`config.mk`:
```
export PLATFORM = sky130hd
export DESIGN_NAME = dma_irq_ctl
export DESIGN_NICKNAME = d
export VERILOG_FILES = /design/src/rtl/dic_pkg.sv /design/src/rtl/dic_wr_decode.sv /design/src/rtl/dic_flag_cell.sv /design/src/rtl/dic_master.sv /design/src/rtl/dma_irq_ctl.sv
export SDC_FILE = /design/constraint.sdc
export NUM_CORES = 1
export LEC_CHECK = 0
export BUFFER_PORTS_ARGS = -buffer_cell sky130_fd_sc_hd__buf_4
export CORE_MARGIN = 4
export CORE_UTILIZATION = 38
export CTS_CLUSTER_SIZE = 20
export DETAILED_ROUTE_END_ITERATION = 8
export PLACE_DENSITY_LB_ADDON = 0.15
export SLEW_MARGIN = 40
export SYNTH_ARGS = -nofsm -noshare
export SYNTH_HDL_FRONTEND = slang
export SYNTH_SLANG_ARGS = --single-unit
```
`constraint.sdc`:
```
create_clock -name clk -period 1.1 [get_ports clk]
set_input_delay 0.055 -clock clk [delete_from_list [all_inputs] [get_ports clk]]
set_output_delay 0.055 -clock clk [all_outputs]
set_load 0.05 [all_outputs]
```
`src/rtl/dic_pkg.sv`:
```
package dic_pkg;
  localparam int CTL_W     = 32;
  localparam int LOW_W     = 6;
  localparam int FORCE_BIT = 15;
  localparam int EN_LSB    = 16;
  localparam int MEN_BIT   = 23;
  localparam int FLG_LSB   = 24;
  localparam int MST_BIT   = 31;
  localparam int MAX_CH    = MST_BIT - FLG_LSB;
endpackage

```
`src/rtl/dic_wr_decode.sv`:
```
module dic_wr_decode #(
  parameter int               ADDR_W  = 8,
  parameter logic [ADDR_W-1:0] REG_OFS = 8'hF4
) (
  input  logic              wr_i,
  input  logic              rd_i,
  input  logic [ADDR_W-1:0] addr_i,
  output logic              wr_hit_o,
  output logic              rd_hit_o
);
  logic sel;

  always_comb begin
    sel      = (addr_i == REG_OFS);
    wr_hit_o = wr_i & sel;
    rd_hit_o = rd_i & sel;
  end
endmodule

```
`src/rtl/dic_flag_cell.sv`:
```
module dic_flag_cell (
  input  logic clk,
  input  logic rst_n,
  input  logic set_i,
  input  logic clr_i,
  output logic flag_d_o,
  output logic flag_q_o
);
  logic upd;

  // a set in the same cycle as a clear takes precedence
  always_comb begin
    upd      = set_i | clr_i;
    flag_d_o = flag_q_o;
    if (upd) flag_d_o = set_i;
  end

  always_ff @(posedge clk or negedge rst_n) begin
    if (!rst_n)   flag_q_o <= 1'b0;
    else if (upd) flag_q_o <= flag_d_o;
  end
endmodule

```
`src/rtl/dic_master.sv`:
```
module dic_master #(
  parameter int NCH = 7
) (
  input  logic           clk,
  input  logic           rst_n,
  input  logic           update_i,
  input  logic           force_i,
  input  logic           men_i,
  input  logic [NCH-1:0] flags_i,
  output logic           master_q_o,
  output logic           irq_q_o
);
  logic cond;
  logic master_d;
  logic irq_d;

  always_comb begin
    cond     = force_i | (men_i & (|flags_i));
    master_d = update_i ? cond : master_q_o;
    irq_d    = update_i & cond & ~master_q_o;
  end

  always_ff @(posedge clk or negedge rst_n) begin
    if (!rst_n) begin
      master_q_o <= 1'b0;
      irq_q_o    <= 1'b0;
    end else begin
      irq_q_o <= irq_d;
      if (update_i) master_q_o <= master_d;
    end
  end
endmodule

```
`src/rtl/dma_irq_ctl.sv`:
```
module dma_irq_ctl
  import dic_pkg::*;
#(
  parameter int               NCH     = 7,
  parameter int               ADDR_W  = 8,
  parameter logic [ADDR_W-1:0] REG_OFS = 8'hF4
) (
  input  logic              clk,
  input  logic              rst_n,
  input  logic              reg_wr,
  input  logic              reg_rd,
  input  logic [ADDR_W-1:0] reg_addr,
  input  logic [CTL_W-1:0]  reg_wdata,
  output logic [CTL_W-1:0]  reg_rdata,
  input  logic [NCH-1:0]    chan_done,
  output logic              irq_pulse
);
  // reset: asserted asynchronously, released on the clock
  logic [1:0] rs_q;
  logic       srst_n;

  always_ff @(posedge clk or negedge rst_n) begin
    if (!rst_n) rs_q <= 2'b00;
    else        rs_q <= {rs_q[0], 1'b1};
  end
  assign srst_n = rs_q[1];

  logic wr_hit;
  logic rd_hit;

  dic_wr_decode #(.ADDR_W(ADDR_W), .REG_OFS(REG_OFS)) u_dec (
    .wr_i     (reg_wr),
    .rd_i     (reg_rd),
    .addr_i   (reg_addr),
    .wr_hit_o (wr_hit),
    .rd_hit_o (rd_hit)
  );

  // directly writable configuration fields
  logic [LOW_W-1:0] low_q, low_d;
  logic             force_q, force_d;
  logic [NCH-1:0]   en_q, en_d;
  logic             men_q, men_d;

  always_comb begin
    low_d   = low_q;
    force_d = force_q;
    en_d    = en_q;
    men_d   = men_q;
    if (wr_hit) begin
      low_d   = reg_wdata[LOW_W-1:0];
      force_d = reg_wdata[FORCE_BIT];
      en_d    = reg_wdata[EN_LSB +: NCH];
      men_d   = reg_wdata[MEN_BIT];
    end
  end

  always_ff @(posedge clk or negedge srst_n) begin
    if (!srst_n) begin
      low_q   <= '0;
      force_q <= 1'b0;
      en_q    <= '0;
      men_q   <= 1'b0;
    end else if (wr_hit) begin
      low_q   <= low_d;
      force_q <= force_d;
      en_q    <= en_d;
      men_q   <= men_d;
    end
  end

  // per-channel completion flags
  logic [NCH-1:0] flag_d;
  logic [NCH-1:0] flag_q;
  logic [NCH-1:0] set_vec;

  assign set_vec = chan_done & en_q;

  for (genvar n = 0; n < NCH; n++) begin : g_flag
    dic_flag_cell u_fc (
      .clk      (clk),
      .rst_n    (srst_n),
      .set_i    (set_vec[n]),
      .clr_i    (wr_hit & reg_wdata[FLG_LSB + n]),
      .flag_d_o (flag_d[n]),
      .flag_q_o (flag_q[n])
    );
  end

  logic update;
  logic master_q;

  assign update = wr_hit | (|set_vec);

  dic_master #(.NCH(NCH)) u_mst (
    .clk        (clk),
    .rst_n      (srst_n),
    .update_i   (update),
    .force_i    (force_d),
    .men_i      (men_d),
    .flags_i    (flag_d),
    .master_q_o (master_q),
    .irq_q_o    (irq_pulse)
  );

  // assembled control word
  logic [CTL_W-1:0] ctl_w;

  always_comb begin
    ctl_w                = '0;
    ctl_w[LOW_W-1:0]     = low_q;
    ctl_w[FORCE_BIT]     = force_q;
    ctl_w[EN_LSB +: NCH] = en_q;
    ctl_w[MEN_BIT]       = men_q;
    ctl_w[FLG_LSB +: NCH] = flag_q;
    ctl_w[MST_BIT]       = master_q;
  end

  assign reg_rdata = rd_hit ? ctl_w : '0;

  logic [FORCE_BIT-LOW_W:0] unused_wbits;
  assign unused_wbits = {reg_wdata[FORCE_BIT-1:LOW_W], reg_wdata[MST_BIT]};
endmodule

```
Word-level counts from Yosys, hierarchy flattened. Cells that the tools add are included.

Equal/unequal tests: 1. Multiplexer cells: 10. Bitwise logic cells: 23. Reductions and logical operators: 2.

Operators by type and width (number): two-way mux 32 bit (1); OR reduction 7 bit (2); bitwise AND 1 bit (12); two-way mux 1 bit (9); bitwise OR 1 bit (9); equality test 8 bit (second input constant) (1); bitwise AND 7 bit (1); NOT 1 bit (1).

Bits in registers: 26. Bits of input ports: 51. Output and inout bits: 33. Logic and storage cells: 50.

Depth between registers and ports, before layout.
Depth after elaboration: 10. Gate-level depth with buffers: 6. Gate-level depth less buffers: 5.

Modules after synthesis. A second synthesis with hierarchy kept.

Cells, all modules: 133. Area, all modules: 1417.6 µm².

Modules (own cells, without submodules): dma_irq_ctl (times used 1, cells an instance 90, area each 974.7 µm², seq. area each 425.4 µm²); dic_flag_cell (times used 7, cells an instance 4, area each 43.8 µm², seq. area each 25.0 µm²); dic_master (times used 1, cells an instance 9, area each 98.8 µm², seq. area each 50.0 µm²); dic_wr_decode (times used 1, cells an instance 6, area each 37.5 µm², seq. area each 0.0 µm²).

Worst setup path before layout. No wires, ideal clock.

Path type: input port to flip-flop. Start point: in reg_addr[3]. End point: reg u_mst.irq_q_o. Library setup time: 136 ps. Arrival time: 1654 ps. Required time: 964 ps. Setup slack: -690 ps. Stages: 5. Buffers on the path: 0. Cell sequence: nor4b_4 a41oi_1 or4_1 o41ai_2 a211oi_1.

Cells in the longest elaborated chain, start to end: 10. Elaborated cells on any way between the ends: 31. Those cells by class: 1 x eq/ne; 9 x mux; 20 x bitwise; 1 x reduce/logical.

Ends and longest elaborated chain: start, declared (RTL line dma_irq_ctl.sv:12) `input logic [ADDR_W-1:0] reg_addr,`; equality test 8 bit (*) (RTL line dic_wr_decode.sv:14) `sel = (addr_i == REG_OFS);`; bitwise AND 1 bit (*) (RTL line dic_wr_decode.sv:15) `wr_hit_o = wr_i & sel;`; bitwise AND 1 bit (RTL line dma_irq_ctl.sv:84) `.clr_i (wr_hit & reg_wdata[FLG_LSB + n]),`; bitwise OR 1 bit (RTL line dic_flag_cell.sv:13) `upd = set_i | clr_i;`; two-way mux 1 bit (RTL line dic_flag_cell.sv:15) `if (upd) flag_d_o = set_i;`; OR reduction 7 bit (RTL line dic_master.sv:18) `cond = force_i | (men_i & (|flags_i));`; bitwise AND 1 bit (RTL line dic_master.sv:18); bitwise OR 1 bit (RTL line dic_master.sv:18); bitwise AND 1 bit (*) (2 in series) (RTL line dic_master.sv:20) `irq_d = update_i & cond & ~master_q_o;`; named net u_mst.irq_d (RTL line dic_master.sv:15) `logic irq_d;`; end signal, assigned (RTL line dic_master.sv:28) `irq_q_o <= irq_d;`; end, declared (RTL line dic_master.sv:11) `output logic irq_q_o`.

Mark *: on every way through the listed nets, which the timed path passes. The rest lies on a longest branch. A chain may end at the register's enable or synchronous reset.

Worst setup path after layout.
Start point: reg en_q[6]. End point: reg u_mst.irq_q_o.

Cells in the longest elaborated chain, start to end: 8. Elaborated cells on any way between the ends: 10. Those cells by class: 1 x mux; 7 x bitwise; 2 x reduce/logical.

Ends and longest elaborated chain: start, declared (RTL line dma_irq_ctl.sv:42) `logic [NCH-1:0] en_q, en_d;`; start signal, assigned (RTL line dma_irq_ctl.sv:67) `en_q <= en_d;`; bitwise AND 7 bit (*) (RTL line dma_irq_ctl.sv:77) `assign set_vec = chan_done & en_q;`; bitwise OR 1 bit (RTL line dic_flag_cell.sv:13); two-way mux 1 bit (RTL line dic_flag_cell.sv:15); OR reduction 7 bit (RTL line dic_master.sv:18); bitwise AND 1 bit (RTL line dic_master.sv:18); bitwise OR 1 bit (RTL line dic_master.sv:18); bitwise AND 1 bit (*) (2 in series) (RTL line dic_master.sv:20); named net u_mst.irq_d (RTL line dic_master.sv:15).

Marks and branches as above.

==> reports/qor.txt <==
outcome -> complete, but fails checks
failing checks -> setup timing
largest net degree at the start of global routing -> 15
Worst VDD drop -> 0.773 mV
wire length on met1 -> 1630 µm
Highest Signal Layer -> met4
min Tclk post-route -> 1.69 ns
clk buf depth -> 2
Crit path arrival time -> 1.89 ns
routed wire length -> 4280 µm
DR pass1 iterations -> 4
crit-path max cell delay -> 0.55 ns
NumNets Final -> 274
gpl congestion -> 0.823
Antenna Violating Nets Remaining -> 0
critical path class -> reg2reg
Vias/cell -> 4.87
Clk Latency, worst-skew pair -> 0.30 ns
Power Total -> 0.00220 W
All-Layer GR Usage -> 0.207
DR WL/cell -> 16.0 µm
pre-CTS WS -> -0.741 ns
PortBufs -> 64
flop2flop setup slack -> -0.59 ns
Finished Layout Cells -> 267
met3 wire len -> 372 µm
DPL Wire Length -> 2790 µm
Initial Utilization -> 0.395
hold_ws -> 0.0196 ns
core area -> 3340 µm²
Leak -> 1.23 nW
synth top area cells -> dfrtp_1 (49%), and2_1 (13%), mux2_2 (10%), buf_4 (5.1%), a41oi_1 (2.7%)
Post-synth EDFFs -> 0
startpoint types -> flip-flop
FILL cells -> 204
P&R area growth vs syn -> 91.0%
Synth Area per Inst -> 11.3 µm²
DRC Markers -> 0
share of flip-flops with an asynchronous set or reset -> 1.00
# placed instances -> 245
CTS tree -> yes
final worst setup slack -> -0.593 ns
Hold Crit Class -> in2reg
crit path cell chain -> nand2_1, a41oi_2, or4_4, o41ai_4, a211oi_1
die area -> 4480 µm²
fmax -> 591 MHz
Required @ worst endpoint -> 1.29 ns
max-cap viol count -> 0
ys flop type -> dfrtp_1
std cell rows -> 21
Final Cycle Share -> 1.54
layout cells sized above 1 -> 0.638
antenna cells -> 0
Clock Sinks -> 26
Crit Path Max Fanout -> 3
TritonCTS buffer count -> 3
Power per Cell Area -> 873 nW/µm²
vias post-DR -> 1299
Post-Syn Instances -> 117
final setup vio count -> 28
vias in the first global route -> 1468
Die Width -> 66.9 µm
Final Hold Vio Count -> 0
met2 wire length -> 2230 µm
post-synth top area cell -> dfrtp_1
unrepaired setup endpoints after global routing -> yes
Syn. warnings -> 0
post-synthesis register bit count -> 26
sequential fraction of the synthesis area -> 0.493
clock transition at the registers of the reported paths -> 0.12 ns
Die H -> 66.9 µm
initial antenna violation count -> 0
H-tree levels -> 1
clock root cell -> clkbuf_4
Unique masters post-synth -> 24
grt ovf -> 0
first-pass GRT wire length -> 6840 µm
crit end category -> flip-flop
top-area cell type share of the netlist area -> 0.493
cell area after synthesis -> 1320 µm²
CP max-delay cell -> or4_4
Clock Skews -> 0.00187 ns
Final Slew Violations -> 0
IO Pins -> 84
DRC marker count from the first detailed-route iteration -> 34
==> final cells by class <==
cell class | count | area [µm²] | area share
Timing Repair Buffer | 106 | 1050 | 0.419
Multi-Input combinational cell | 85 | 729 | 0.290
Sequential cell | 26 | 651 | 0.258
Tap cell | 46 | 57.6 | 0.0229
Clock buffer | 3 | 22.5 | 0.00894
Inverter | 1 | 3.75 | 0.00149
==> Yosys cell counts, types with 2 or more instances <==
cell,n
a21oi_1,5
a22o_1,3
a41oi_1,4
and2_1,27
buf_4,9
clkbuf_1,4
conb_1,2
dfrtp_1,26
mux2_1,3
mux2_2,12
nand2_1,6
nand4_1,4
==> stage by stage <==
stage           util  cell area (µm²)  setup TNS (ns)
3_5_place_dp   0.618             2060          -21.23
3_3_place_gp   0.618             2060          -20.79
4_1_cts        0.784             2620           -7.09
6_report       0.755             2520           -6.28
2_1_floorplan      -             1430           -9.41
5_1_grt        0.755             2520           -7.07
==> worst max-delay path: cells and delay by family, from the launching register on <==
family | cells | cell delay [ns]
DFF | 1 | 0.44
AOI/OAI and AO/OA | 3 | 0.48
and+or+nand+nor | 2 | 0.66
==> state kept, by name, indices dropped and copies added (netlist names) <==
register,flops
en_q,7
g_flag.u_fc.flag_q_o,7
low_q,6
rs_q,2
force_q,1
men_q,1
u_mst.irq_q_o,1
u_mst.master_q_o,1
==> repair_timing <==
| item | in CTS | in global routing |
|---|---|---|
| hold buffers | 14 | 0 |
| buffers inserted | 7 | 0 |
| pin swaps | 25 | 3 |
| endpoints found under the hold margin | 15 | 0 |
| gates resized for setup | 64 | 2 |
| setup endpoints to repair | 40 | 28 |
| gates cloned | 3 | 0 |
==> cells by family (layout without fill, tap and decap cells) <==
logic type      after synthesis  count (layout)  synth area share
compound gates               15              15            0.0892
simple gates                 45              45             0.218
flops                        26              26             0.493
mux                          15              15             0.128
other cells                   2              10           0.00569
buf+inv                      14             110            0.0655
==> worst paths after layout <==
| kind | from | end | depth (start not counted) |
|---|---|---|---|
| max | en_q[6] | u_mst.irq_q_o | 5 |
| min | reg_wdata[15] | force_q | 2 |
| max reg2reg | en_q[6] | u_mst.irq_q_o | 5 |
| min reg2reg | rs_q[1] | g_flag[5].u_fc.flag_q_o | 1 |
| max in group asynchronous | rs_q[1] | en_q[5] | 1 |
| min in group asynchronous | rst_n | rs_q[0] | 2 |
==> report_power, final <==
| part | switching, W | internal [W] | leakage, nW |
|---|---|---|---|
| sequential | 0.000103 | 0.00110 | 0.340 |
| clock | 0.000248 | 0.000128 | 0.0138 |
| combinational | 0.000296 | 0.000323 | 0.877 |
==> layout by cell type (no fill, tap or decap), drive strengths merged, types with 3 or more instances in the layout <==
| master | instances |
|---|---|
| a21oi | 5 |
| a22o | 3 |
| a41oi | 4 |
| and2 | 27 |
| buf | 92 |
| clkbuf | 3 |
| conb | 10 |
| dfrtp | 26 |
| dlygate4sd3 | 14 |
| mux2 | 15 |
| nand2 | 6 |
| nand4 | 4 |
==> layer usage <==
layer / track usage / vias to the layer above
met1: 0.226 / 633
met4: 0.0684 / 0
met3: 0.0388 / 6
li1: - / 601
met5: 0 / -
met2: 0.394 / 59
(Power assumes the default switching activity.)
